===== config.mk =====
export PLATFORM = sky130hd
export DESIGN_NAME = bank_regfile
export DESIGN_NICKNAME = d
export VERILOG_FILES = /design/src/rtl/bank_rf_pkg.sv /design/src/rtl/dm_decode.sv /design/src/rtl/dm_sfr.sv /design/src/rtl/dm_gpr.sv /design/src/rtl/bank_regfile.sv
export SDC_FILE = /design/constraint.sdc
export NUM_CORES = 1
export LEC_CHECK = 0
export ABC_AREA = 1
export ABC_CLOCK_PERIOD_IN_PS = 7500
export BUFFER_PORTS_ARGS = -buffer_cell sky130_fd_sc_hd__buf_4
export CAP_MARGIN = 20
export CORE_ASPECT_RATIO = 0.9
export CORE_MARGIN = 5
export CORE_UTILIZATION = 35
export CTS_CLUSTER_SIZE = 40
export DETAILED_ROUTE_END_ITERATION = 6
export GPL_ROUTABILITY_DRIVEN = 0
export PLACE_DENSITY_LB_ADDON = 0.12
export SLEW_MARGIN = 10
export SYNTH_ARGS = -nofsm -noshare
export SYNTH_HDL_FRONTEND = slang
export SYNTH_HIERARCHICAL = 1
export SYNTH_SLANG_ARGS = --single-unit

===== constraint.sdc =====
create_clock -name clk -period 7.5 [get_ports clk]
set_clock_uncertainty 0.05 [all_clocks]
set_input_delay 1.5 -clock clk [delete_from_list [all_inputs] [get_ports clk]]
set_output_delay 1.5 -clock clk [all_outputs]
set_load 0.005 [all_outputs]

===== src/rtl/bank_rf_pkg.sv =====
package bank_rf_pkg;

   typedef enum logic [1:0] {
      RGN_NONE = 2'd0,
      RGN_SFR  = 2'd1,
      RGN_GPR  = 2'd2
   } rgn_e;

   typedef enum logic [1:0] {
      SFR_NONE   = 2'd0,
      SFR_STATUS = 2'd1,
      SFR_AUX    = 2'd2
   } sfr_e;

   typedef struct packed {
      rgn_e rgn;
      sfr_e sfr;
   } acc_t;

endpackage


===== src/rtl/dm_decode.sv =====
module dm_decode
   import bank_rf_pkg::*;
#(
   parameter int ADDR_W     = 7,
   parameter int SFR_CNT    = 32,
   parameter int GP0_TOP    = 127,
   parameter int GP1_TOP    = 63,
   parameter int STATUS_OFF = 3,
   parameter int AUX_OFF    = 6,
   parameter int GIDX_W     = 7
) (
   input  logic              bank,
   input  logic [ADDR_W-1:0] off,
   output acc_t              acc,
   output logic [GIDX_W-1:0] gidx
);
   localparam int                ADDR_MAX = (1 << ADDR_W) - 1;
   localparam int                GP0_SIZE = GP0_TOP - SFR_CNT + 1;
   localparam logic [ADDR_W-1:0] GP_BASE  = ADDR_W'(SFR_CNT);
   localparam logic [ADDR_W-1:0] STA_A    = ADDR_W'(STATUS_OFF);
   localparam logic [ADDR_W-1:0] AUX_A    = ADDR_W'(AUX_OFF);

   logic in_gp0;
   logic in_gp1;
   logic [GIDX_W-1:0] rel;

   // A bank whose RAM reaches the last offset needs no upper compare
   if (GP0_TOP == ADDR_MAX) begin : g_gp0_full
      assign in_gp0 = 1'b1;
   end else begin : g_gp0_part
      assign in_gp0 = (off <= ADDR_W'(GP0_TOP));
   end

   if (GP1_TOP == ADDR_MAX) begin : g_gp1_full
      assign in_gp1 = 1'b1;
   end else begin : g_gp1_part
      assign in_gp1 = (off <= ADDR_W'(GP1_TOP));
   end

   assign rel = GIDX_W'(off - GP_BASE);

   always_comb begin
      acc  = '{rgn: RGN_NONE, sfr: SFR_NONE};
      gidx = '0;
      if (off < GP_BASE) begin
         acc.rgn = RGN_SFR;
         if (off == STA_A)      acc.sfr = SFR_STATUS;
         else if (off == AUX_A) acc.sfr = SFR_AUX;
      end else if (!bank && in_gp0) begin
         acc.rgn = RGN_GPR;
         gidx    = rel;
      end else if (bank && in_gp1) begin
         acc.rgn = RGN_GPR;
         gidx    = rel + GIDX_W'(GP0_SIZE);
      end
   end
endmodule


===== src/rtl/dm_sfr.sv =====
module dm_sfr
   import bank_rf_pkg::*;
#(
   parameter int DATA_W   = 8,
   parameter int BANK_BIT = 5
) (
   input  logic              clk,
   input  logic              rst_n,
   input  logic              we,
   input  sfr_e              wsel,
   input  logic [DATA_W-1:0] wdata,
   input  sfr_e              rsel,
   output logic [DATA_W-1:0] rdata,
   output logic              bank
);
   localparam int NBANK = 2;

   logic [DATA_W-1:0] status_q;
   logic [DATA_W-1:0] aux_rd [NBANK];

   always_ff @(posedge clk or negedge rst_n) begin
      if (!rst_n)                          status_q <= '0;
      else if (we && wsel == SFR_STATUS)   status_q <= wdata;
   end

   assign bank = status_q[BANK_BIT];

   for (genvar b = 0; b < NBANK; b++) begin : g_aux
      logic [DATA_W-1:0] q;
      always_ff @(posedge clk or negedge rst_n) begin
         if (!rst_n)                                       q <= '0;
         else if (we && wsel == SFR_AUX && bank == b[0])   q <= wdata;
      end
      assign aux_rd[b] = q;
   end

   always_comb begin
      unique case (rsel)
         SFR_STATUS: rdata = status_q;
         SFR_AUX:    rdata = aux_rd[bank];
         default:    rdata = '0;
      endcase
   end
endmodule


===== src/rtl/dm_gpr.sv =====
module dm_gpr #(
   parameter int DATA_W    = 8,
   parameter int DEPTH     = 128,
   parameter int GIDX_W    = 7,
   parameter bit RAM_RESET = 1'b0
) (
   input  logic              clk,
   input  logic              rst_n,
   input  logic              we,
   input  logic [GIDX_W-1:0] widx,
   input  logic [DATA_W-1:0] wdata,
   input  logic [GIDX_W-1:0] ridx,
   output logic [DATA_W-1:0] rdata
);
   logic [DATA_W-1:0] mem [DEPTH];

   if (RAM_RESET) begin : g_clr
      always_ff @(posedge clk or negedge rst_n) begin
         if (!rst_n) begin
            for (int i = 0; i < DEPTH; i++) mem[i] <= '0;
         end else if (we) begin
            mem[widx] <= wdata;
         end
      end
   end else begin : g_plain
      logic unused_rst;
      assign unused_rst = rst_n;
      always_ff @(posedge clk) begin
         if (we) mem[widx] <= wdata;
      end
   end

   assign rdata = mem[ridx];
endmodule


===== src/rtl/bank_regfile.sv =====
module bank_regfile
   import bank_rf_pkg::*;
#(
   parameter int ADDR_W     = 7,
   parameter int DATA_W     = 8,
   parameter int BANK_BIT   = 5,
   parameter int SFR_CNT    = 32,
   parameter int GP0_TOP    = 127,
   parameter int GP1_TOP    = 63,
   parameter int STATUS_OFF = 3,
   parameter int AUX_OFF    = 6,
   parameter bit RAM_RESET  = 1'b0
) (
   input  logic              clk,
   input  logic              rst_n,
   input  logic [ADDR_W-1:0] rd_addr,
   output logic [DATA_W-1:0] rd_data,
   input  logic              wr_en,
   input  logic [ADDR_W-1:0] wr_addr,
   input  logic [DATA_W-1:0] wr_data,
   output logic              bank_o
);
   localparam int GP0_SIZE = GP0_TOP - SFR_CNT + 1;
   localparam int GP1_SIZE = GP1_TOP - SFR_CNT + 1;
   localparam int GP_TOTAL = GP0_SIZE + GP1_SIZE;
   localparam int GIDX_W   = $clog2(GP_TOTAL);

   // Elaboration-time parameter checks
   if (BANK_BIT >= DATA_W) begin : g_bad_bank
      $error("bank bit outside status width");
   end
   if (GP0_TOP >= (1 << ADDR_W) || GP1_TOP >= (1 << ADDR_W)) begin : g_bad_top
      $error("RAM top beyond address span");
   end
   if (GP0_SIZE < 1 || GP1_SIZE < 1) begin : g_bad_size
      $error("each bank needs RAM above the special window");
   end
   if (STATUS_OFF >= SFR_CNT || AUX_OFF >= SFR_CNT || STATUS_OFF == AUX_OFF) begin : g_bad_sfr
      $error("special register offsets invalid");
   end

   acc_t              racc, wacc;
   logic [GIDX_W-1:0] ridx, widx;
   logic [DATA_W-1:0] sfr_rd, gpr_rd;
   logic              bank;

   dm_decode #(
      .ADDR_W(ADDR_W), .SFR_CNT(SFR_CNT), .GP0_TOP(GP0_TOP), .GP1_TOP(GP1_TOP),
      .STATUS_OFF(STATUS_OFF), .AUX_OFF(AUX_OFF), .GIDX_W(GIDX_W)
   ) u_rdec (.bank(bank), .off(rd_addr), .acc(racc), .gidx(ridx));

   dm_decode #(
      .ADDR_W(ADDR_W), .SFR_CNT(SFR_CNT), .GP0_TOP(GP0_TOP), .GP1_TOP(GP1_TOP),
      .STATUS_OFF(STATUS_OFF), .AUX_OFF(AUX_OFF), .GIDX_W(GIDX_W)
   ) u_wdec (.bank(bank), .off(wr_addr), .acc(wacc), .gidx(widx));

   dm_sfr #(.DATA_W(DATA_W), .BANK_BIT(BANK_BIT)) u_sfr (
      .clk(clk), .rst_n(rst_n),
      .we(wr_en && wacc.rgn == RGN_SFR), .wsel(wacc.sfr), .wdata(wr_data),
      .rsel(racc.sfr), .rdata(sfr_rd), .bank(bank)
   );

   dm_gpr #(.DATA_W(DATA_W), .DEPTH(GP_TOTAL), .GIDX_W(GIDX_W), .RAM_RESET(RAM_RESET)) u_gpr (
      .clk(clk), .rst_n(rst_n),
      .we(wr_en && wacc.rgn == RGN_GPR), .widx(widx), .wdata(wr_data),
      .ridx(ridx), .rdata(gpr_rd)
   );

   always_comb begin
      unique case (racc.rgn)
         RGN_SFR: rd_data = sfr_rd;
         RGN_GPR: rd_data = gpr_rd;
         default: rd_data = '0;
      endcase
   end

   assign bank_o = bank;
endmodule


==> results by group, run 1 <==
Yosys
  – Unique cell type count in the Yosys netlist: 26
  – Synth warnings: 6
  – Netlist Area Pre-Place: 43,700 µm²
  – Sequential cell area fraction in the yosys report: 0.717
  – Post-synthesis area per instance: 11.4 µm²
  – Post-synth net total: 3,876
  – Synth Register Bits: 1,048
  – Post-Syn Instances: 3,843

Global routing
  – First-pass GRT wire length: 189,000 µm
  – Routing usage on met2: 0.292
  – Met1 usage: 0.290
  – M3 GR Usage: 0.0262
  – Gr ovfl total: 0
  – Largest net degree at the start of global routing: 187
  – Initial antenna violation count: 1
  – Busiest grt layer: met2
  – Vias in the first global route: 27,000
  – Overall Global Routing Usage: 0.190

Hold path
  – Worst hold-check path type: reg -> reg

Worst setup path
  – CP max stage cell: buf_12
  – Critical Path Start Type: primary input
  – Critical Path AT: 5.08 ns
  – Critical Path RT: 5.95 ns
  – Crit path largest cell delay: 0.65 ns
  – CP endpoint kind: output port
  – Crit Path Class: in -> out
  – Largest fanout on the critical path: 186
  – Cell mode on critical path: nand2_1
  – Crit-path cells: buf_4 > ha_1 > inv_1 > nor2_1 > nand2_1 > nand2_1 > nand2_2 > nand2_4 > nor2_4 > buf_12 > nand2_1 > nand3_1 > nand3_1 > nand3_1 > nand2_1 > nand2_1 > nand3_1 > nand2_1 > nand2_1 > nand2_1 > nand2_1 > a21oi_1 > buf_4

Drt
  – Drt pass-1 iters: 5
  – Iteration-0 DRC count of the detailed router: 2,622
  – Remaining antenna violation count: 0
  – Routed wire length: 128,000 µm
  – Via density: 5.14
  – DRC: 0
  – DR vias: 28,400
  – Avg WL per Cell: 23.2 µm

Timing
  – RSZ-0062 raised after global routing: false
  – Setup TNS: 0 ns
  – Tcrit/Tclk final: 0.883
  – Final Slew Violations: 0
  – Slew margin rel.: 0.300
  – Least-Margin Pin Slew: 1.05 ns
  – Minimum clock period: 6.63 ns
  – Endpoints failing hold: 0
  – # setup viols final: 0
  – Fmax: 151 MHz

Clock tree
  – Post-CTS Resized: 0
  – Clock latency on the worst-skew pair: 0.70 ns
  – Number of buffers created by CTS: 112
  – Hold buffer count at CTS: 0
  – H-tree lvl count: 3
  – Postcts setup bufs: 0
  – Deepest clock path buffer count: 3
  – Root Driver: clkbuf_16
  – CTS tree: yes
  – Clock sinks: 1,048
  – CTS clk-pin slew, worst paths: 0.06 ns

Layout
  – Fillers: 11,900
  – Post-route design area: 49,000 µm²
  – Share of cells above drive strength 1: 0.0716
  – Diode count: 0
  – Fin cells: 5,535
  – Area grow syn2layout: 12.0%
  – Post-layout nets: 3,850

Floorplan
  – Std-Cell Rows: 123
  – Starting Density: 0.351
  – Core footprint: 125,000 µm²
  – Die area: 132,000 µm²
  – Die X: 383 µm
  – Die Span Y: 345 µm
  – I/O pin cnt: 34

Placed design
  – DP Area: 45,500 µm²
  – DP HPWL: 72,100 µm
  – Port buffer count: 33
  – DP Cell Count: 5,328

Power and ir drop
  – P per Cell Area: 260 nW/µm²
  – Maximum VDD drop: 0.178 mV
  – Power Total: 12.7 mW
  – LEAKAGE: 17.3 nW

Run
  – # Max-Cap Violations: 0

Outcome
  – Outcome: completed
layout make-up:
class / count / area (µm²) / area share
inverter: 72 / 297 / 0.00605
clock buffer: 141 / 2980 / 0.0609
timing repair buffer: 100 / 1070 / 0.0218
clock inverter: 66 / 495 / 0.0101
sequential: 1048 / 31400 / 0.640
multi-input combinational: 2483 / 10800 / 0.220
tap: 1625 / 2030 / 0.0415
cell usage in the layout, fill, tap and decap left out, drive strengths merged, types with 3 or more instances in the layout:
master,Yosys,routed
nand2,1324,1324
edfxtp,1024,1024
inv,72,74
clkinvlp,0,3
clkinv,0,55
nor2,157,157
nand3,950,950
nor3,13,13
bufinv,0,6
o21ai,8,8
ha,8,8
dfrtp,24,24
a21oi,16,16
clkbuf,39,141
buf,201,100
worst paths after layout:
path	from	endpoint	slack, ns	cells past startpoint
max in group asynchronous	rst_n	u_sfr/status_q[5]	6.50	1
max reg2reg	u_sfr/status_q[5]	u_gpr/mem[18][5]	3.38	9
max	rd_addr[5]	rd_data[6]	0.87	23
min reg2reg	u_sfr/g_aux[0].q[7]	u_sfr/g_aux[0].q[7]	0.42	2
min	u_sfr/g_aux[0].q[7]	u_sfr/g_aux[0].q[7]	0.42	2
min in group asynchronous	rst_n	u_sfr/status_q[7]	0.64	1
synthesized netlist by cell type:
cell type	n	share of area
nor3_4	1	0.00037
ha_1	8	0.0023
inv_1	66	0.0057
buf_6	23	0.0059
edfxtp_1	1024	0.70
nand3_1	950	0.11
nor2_1	156	0.013
inv_8	1	0.00026
clkbuf_2	2	0.00023
inv_2	5	0.00043
xnor2_1	2	0.00040
nand3b_2	1	0.00026
nor3_1	12	0.0014
nand4_1	2	0.00029
nand2_2	6	0.00086
o21ai_2	8	0.0016
buf_2	123	0.014
nand2_4	2	0.00051
xor2_1	2	0.00040
nand2_1	1316	0.11
buf_4	40	0.0069
clkbuf_1	37	0.0032
nor2_4	1	0.00026
buf_1	15	0.0013
dfrtp_1	24	0.014
a21oi_1	16	0.0018
flip-flops by register name, summed over array words and instances (netlist names):
| signal | cells |
|---|---|
| u_sfr/g_aux.q | 16 |
| u_gpr/mem | 1024 |
| u_sfr/status_q | 8 |
worst max-delay path: cells and delay by family:
| kind | cells | cell delay, ns |
|---|---|---|
| AOI/OAI and AO/OA | 1 | 0.25 |
| adders and majority gates | 1 | 0.18 |
| buffers and inverters | 4 | 1.00 |
| and+or+nand+nor | 17 | 1.89 |
through the flow:
stage,utilization,worst slack (ns),hold WS [ns]
6_report,0.394,0.874,0.421
5_1_grt,0.394,0.559,0.440
4_1_cts,0.394,0.899,0.424
3_5_place_dp,0.366,0.901,0.408
3_3_place_gp,0.366,0.884,0.404
2_1_floorplan,-,2.55,0.392
report_power, final:
| part | switching (mW) | internal (mW) |
|---|---|---|
| Combinational | 0.739 | 0.241 |
| Sequential | 0.00379 | 6.45 |
| Clock | 2.31 | 3.01 |
| Total | 3.05 | 9.69 |
logic make-up after synthesis:
kind of cell    after synthesis  synth area share
flops                      1048             0.717
buf+inv                     312            0.0379
fa+ha+maj                     8           0.00229
xor+xnor                      4          0.000801
compound gates               24           0.00343
simple gates               2447             0.239
metal layers:
| layer | part of all wire | vias to the layer above |
|---|---|---|
| met2 | 0.45 | 803 |
| li1 | - | 13400 |
| met5 | 0 | - |
| met4 | 0.019 | 0 |
| met1 | 0.48 | 14100 |
| met3 | 0.053 | 154 |
(Power assumes the default switching activity.)
==> run 2: changes to the inputs <==
--- a/config.mk
+++ b/config.mk
@@ -6,16 +6,17 @@
 export NUM_CORES = 1
 export LEC_CHECK = 0
 export ABC_AREA = 1
-export ABC_CLOCK_PERIOD_IN_PS = 7500
+export ABC_CLOCK_PERIOD_IN_PS = 6400
 export BUFFER_PORTS_ARGS = -buffer_cell sky130_fd_sc_hd__buf_4
 export CAP_MARGIN = 20
 export CORE_ASPECT_RATIO = 0.9
 export CORE_MARGIN = 5
-export CORE_UTILIZATION = 35
+export CORE_UTILIZATION = 40
 export CTS_CLUSTER_SIZE = 40
 export DETAILED_ROUTE_END_ITERATION = 6
 export GPL_ROUTABILITY_DRIVEN = 0
 export PLACE_DENSITY_LB_ADDON = 0.12
+export REMOVE_ABC_BUFFERS = 1
 export SLEW_MARGIN = 10
 export SYNTH_ARGS = -nofsm -noshare
 export SYNTH_HDL_FRONTEND = slang
==> constraint.sdc (replaced) <==
create_clock -name clk -period 6.4 [get_ports clk]
set_clock_uncertainty 0.05 [all_clocks]
set_input_delay 1.28 -clock clk [delete_from_list [all_inputs] [get_ports clk]]
set_output_delay 1.28 -clock clk [all_outputs]
set_load 0.005 [all_outputs]
==> results by group, run 2 (synthesis results as in run 1) <==
Outcome
  – Outcome: completed

Drt
  – Routed wire length: 124,000 µm (-3.3%)
  – Via density: 5.32 (+3.5%)
  – DR vias: 28,600 (+0.70%)
  – Iteration-0 DRC count of the detailed router: 2,725 (+3.9%)
  – Remaining antenna violation count: 0 (unchanged)
  – Avg WL per Cell: 23.1 µm (-0.56%)
  – Drt pass-1 iters: 6 (+1)
  – DRC: 0 (unchanged)

Global routing
  – Initial antenna violation count: 6 (+5)
  – First-pass GRT wire length: 184,000 µm (-2.7%)
  – Largest net degree at the start of global routing: 110 (-41%)
  – Vias in the first global route: 27,300 (+0.95%)
  – Gr ovfl total: 0 (unchanged)
  – Overall Global Routing Usage: 0.213 (+0.0226)

Clock tree
  – Number of buffers created by CTS: 109 (-2.7%)
  – Post-CTS Resized: 0 (unchanged)
  – Deepest clock path buffer count: 3 (unchanged)
  – CTS clk-pin slew, worst paths: 0.06 ns (about the same)
  – Hold buffer count at CTS: 0 (unchanged)
  – H-tree lvl count: 3 (unchanged)
  – Root Driver: clkbuf_16
  – Clock latency on the worst-skew pair: 0.68 ns (-0.02 ns)
  – Clock sinks: 1,048 (unchanged)
  – Postcts setup bufs: 0 (unchanged)
  – CTS tree: yes

Floorplan
  – I/O pin cnt: 34 (unchanged)
  – Core footprint: 109,000 µm² (-13%)
  – Std-Cell Rows: 115 (-6.5%)
  – Die X: 359 µm (-6.3%)
  – Starting Density: 0.402 (+0.0503)
  – Die area: 116,000 µm² (-12%)
  – Die Span Y: 324 µm (-6.3%)

Layout
  – Most frequent cells in the layout: nand2_1 (1,316), edfxtp_1 (1,024), nand3_1 (950), nor2_1 (151), clkbuf_16 (112)
  – Area grow syn2layout: 11.8%
  – Share of cells above drive strength 1: 0.0758 (+0.00423)
  – FF/Latch Area: 31,400 µm² (unchanged)
  – Top reg by flops: u_gpr/mem
  – Commonest non-fill, non-tap cell in the layout: nand2_1
  – Final Core Density: 0.449 (+0.0555)
  – Max FFs per register: 1,024 (unchanged)
  – Multi-input gate area: 10,800 µm² (about the same)
  – Fillers: 10,100 (-15%)
  – Regs by FF count: u_gpr/mem x1024, u_sfr/g_aux.q x16, u_sfr/status_q x8
  – Post-layout nets: 3,858 (+0.21%)

Timing
  – Minimum clock period: 6.04 ns
  – Slew margin rel.: 0.325 (+0.0252)
  – Fmax: 165 MHz
  – Final Slew Violations: 0 (unchanged)
  – Hold WS: 0.420 ns (-0.00116 ns)
  – Tcrit/Tclk final: 0.944
  – Endpoints failing hold: 0 (unchanged)
  – Least-Margin Pin Slew: 1.01 ns (-0.0376 ns)
  – # setup viols final: 0 (unchanged)
  – RSZ-0062 raised after global routing: false

Worst setup path
  – Critical Path AT: 4.71 ns (-0.37 ns)
  – R2r setup slk: 2.27 ns (-1.11 ns)
  – Crit Path Class: in -> out
  – Cell mode on critical path: nand2_1
  – Critical Path Start Type: primary input
  – Critical Path RT: 5.07 ns (-0.88 ns)
  – Crit path largest cell delay: 0.40 ns (-0.25 ns)
  – Crit-path cells: buf_4 > inv_1 > ha_1 > inv_1 > nor2_1 > nand2_1 > nand2_1 > nand2_2 > nand2_4 > nor2_4 > buf_12 > nand2_1 > nand3_1 > nand3_1 > nand3_1 > nand2_1 > nand2_1 > nand3_1 > nand2_1 > nand2_1 > nand2_1 > nand2_1 > a21oi_1 > buf_4
  – CP endpoint kind: output port
  – Largest fanout on the critical path: 109 (-41%)
  – CP max stage cell: buf_12

Placed design
  – Port buffer count: 33 (unchanged)
  – DP HPWL: 72,600 µm (+0.64%)

Run
  – # Max-Cap Violations: 0 (unchanged)

Hold path
  – Worst hold-check path type: reg -> reg

Power and ir drop
  – Maximum VDD drop: 0.210 mV (+18%)
  – LEAKAGE: 17.4 nW (+0.36%)
  – P per Cell Area: 304 nW/µm² (+17%)
## run 2: path summary, 6_finish.rpt
kind                                      from                  end  depth (start not counted)
max in group asynchronous                rst_n    u_sfr/status_q[6]                          1
hold / removal             u_sfr/g_aux[0].q[4]  u_sfr/g_aux[0].q[4]                          2
hold reg to reg            u_sfr/g_aux[0].q[4]  u_sfr/g_aux[0].q[4]                          2
setup reg to reg             u_sfr/status_q[5]     u_gpr/mem[18][0]                          9
setup / recovery                    rd_addr[6]           rd_data[4]                         24
min in group asynchronous                rst_n    u_sfr/status_q[7]                          1
## run 2: per-layer routing
metal	part of all wire	GRT usage	wire (µm)
met5	0	0	0
met4	0.028	0.0601	3420
met3	0.057	0.0336	7110
met2	0.45	0.328	56200
met1	0.46	0.316	57400
## run 2: report_power, final
part / switching [mW] / leakage (nW) / internal, mW
registers: 0.00449 / 9.54 / 7.55
clock network: 2.66 / 1.68 / 3.52
logic: 0.855 / 6.15 / 0.292
total: 3.52 / 17.4 / 11.4
## run 2: cell type report
type,count,area share
Tap cell,1462,0.0374
Clock buffer,135,0.0591
Inverter,72,0.00606
Clock inverter,67,0.0113
Timing Repair Buffer,111,0.0251
Multi-Input combinational cell,2483,0.220
Antenna cell,5,0.000256
Sequential cell,1048,0.641
## run 2: worst max-delay path, delay by kind of cell
family / cells / cell delay (ns)
and+or+nand+nor: 17 / 2.01
adders and majority gates: 1 / 0.22
buffers and inverters: 5 / 0.80
AOI/OAI and AO/OA: 1 / 0.20
## run 2: stage by stage
stage | power, mW | instance area, µm² | setup TNS, ns | cells | setup slack, ns
5_1_grt | 15.4 | 48900 | 0 | 5380 | 0.111
4_1_cts | 15.0 | 48900 | 0 | 5378 | 0.393
3_3_place_gp | 8.86 | 45500 | 0 | 5176 | 0.341
3_5_place_dp | 8.86 | 45500 | 0 | 5176 | 0.402
6_report | 14.9 | 48900 | 0 | 5383 | 0.357
2_1_floorplan | 8.46 | 42400 | -175.17 | 3603 | -21.91
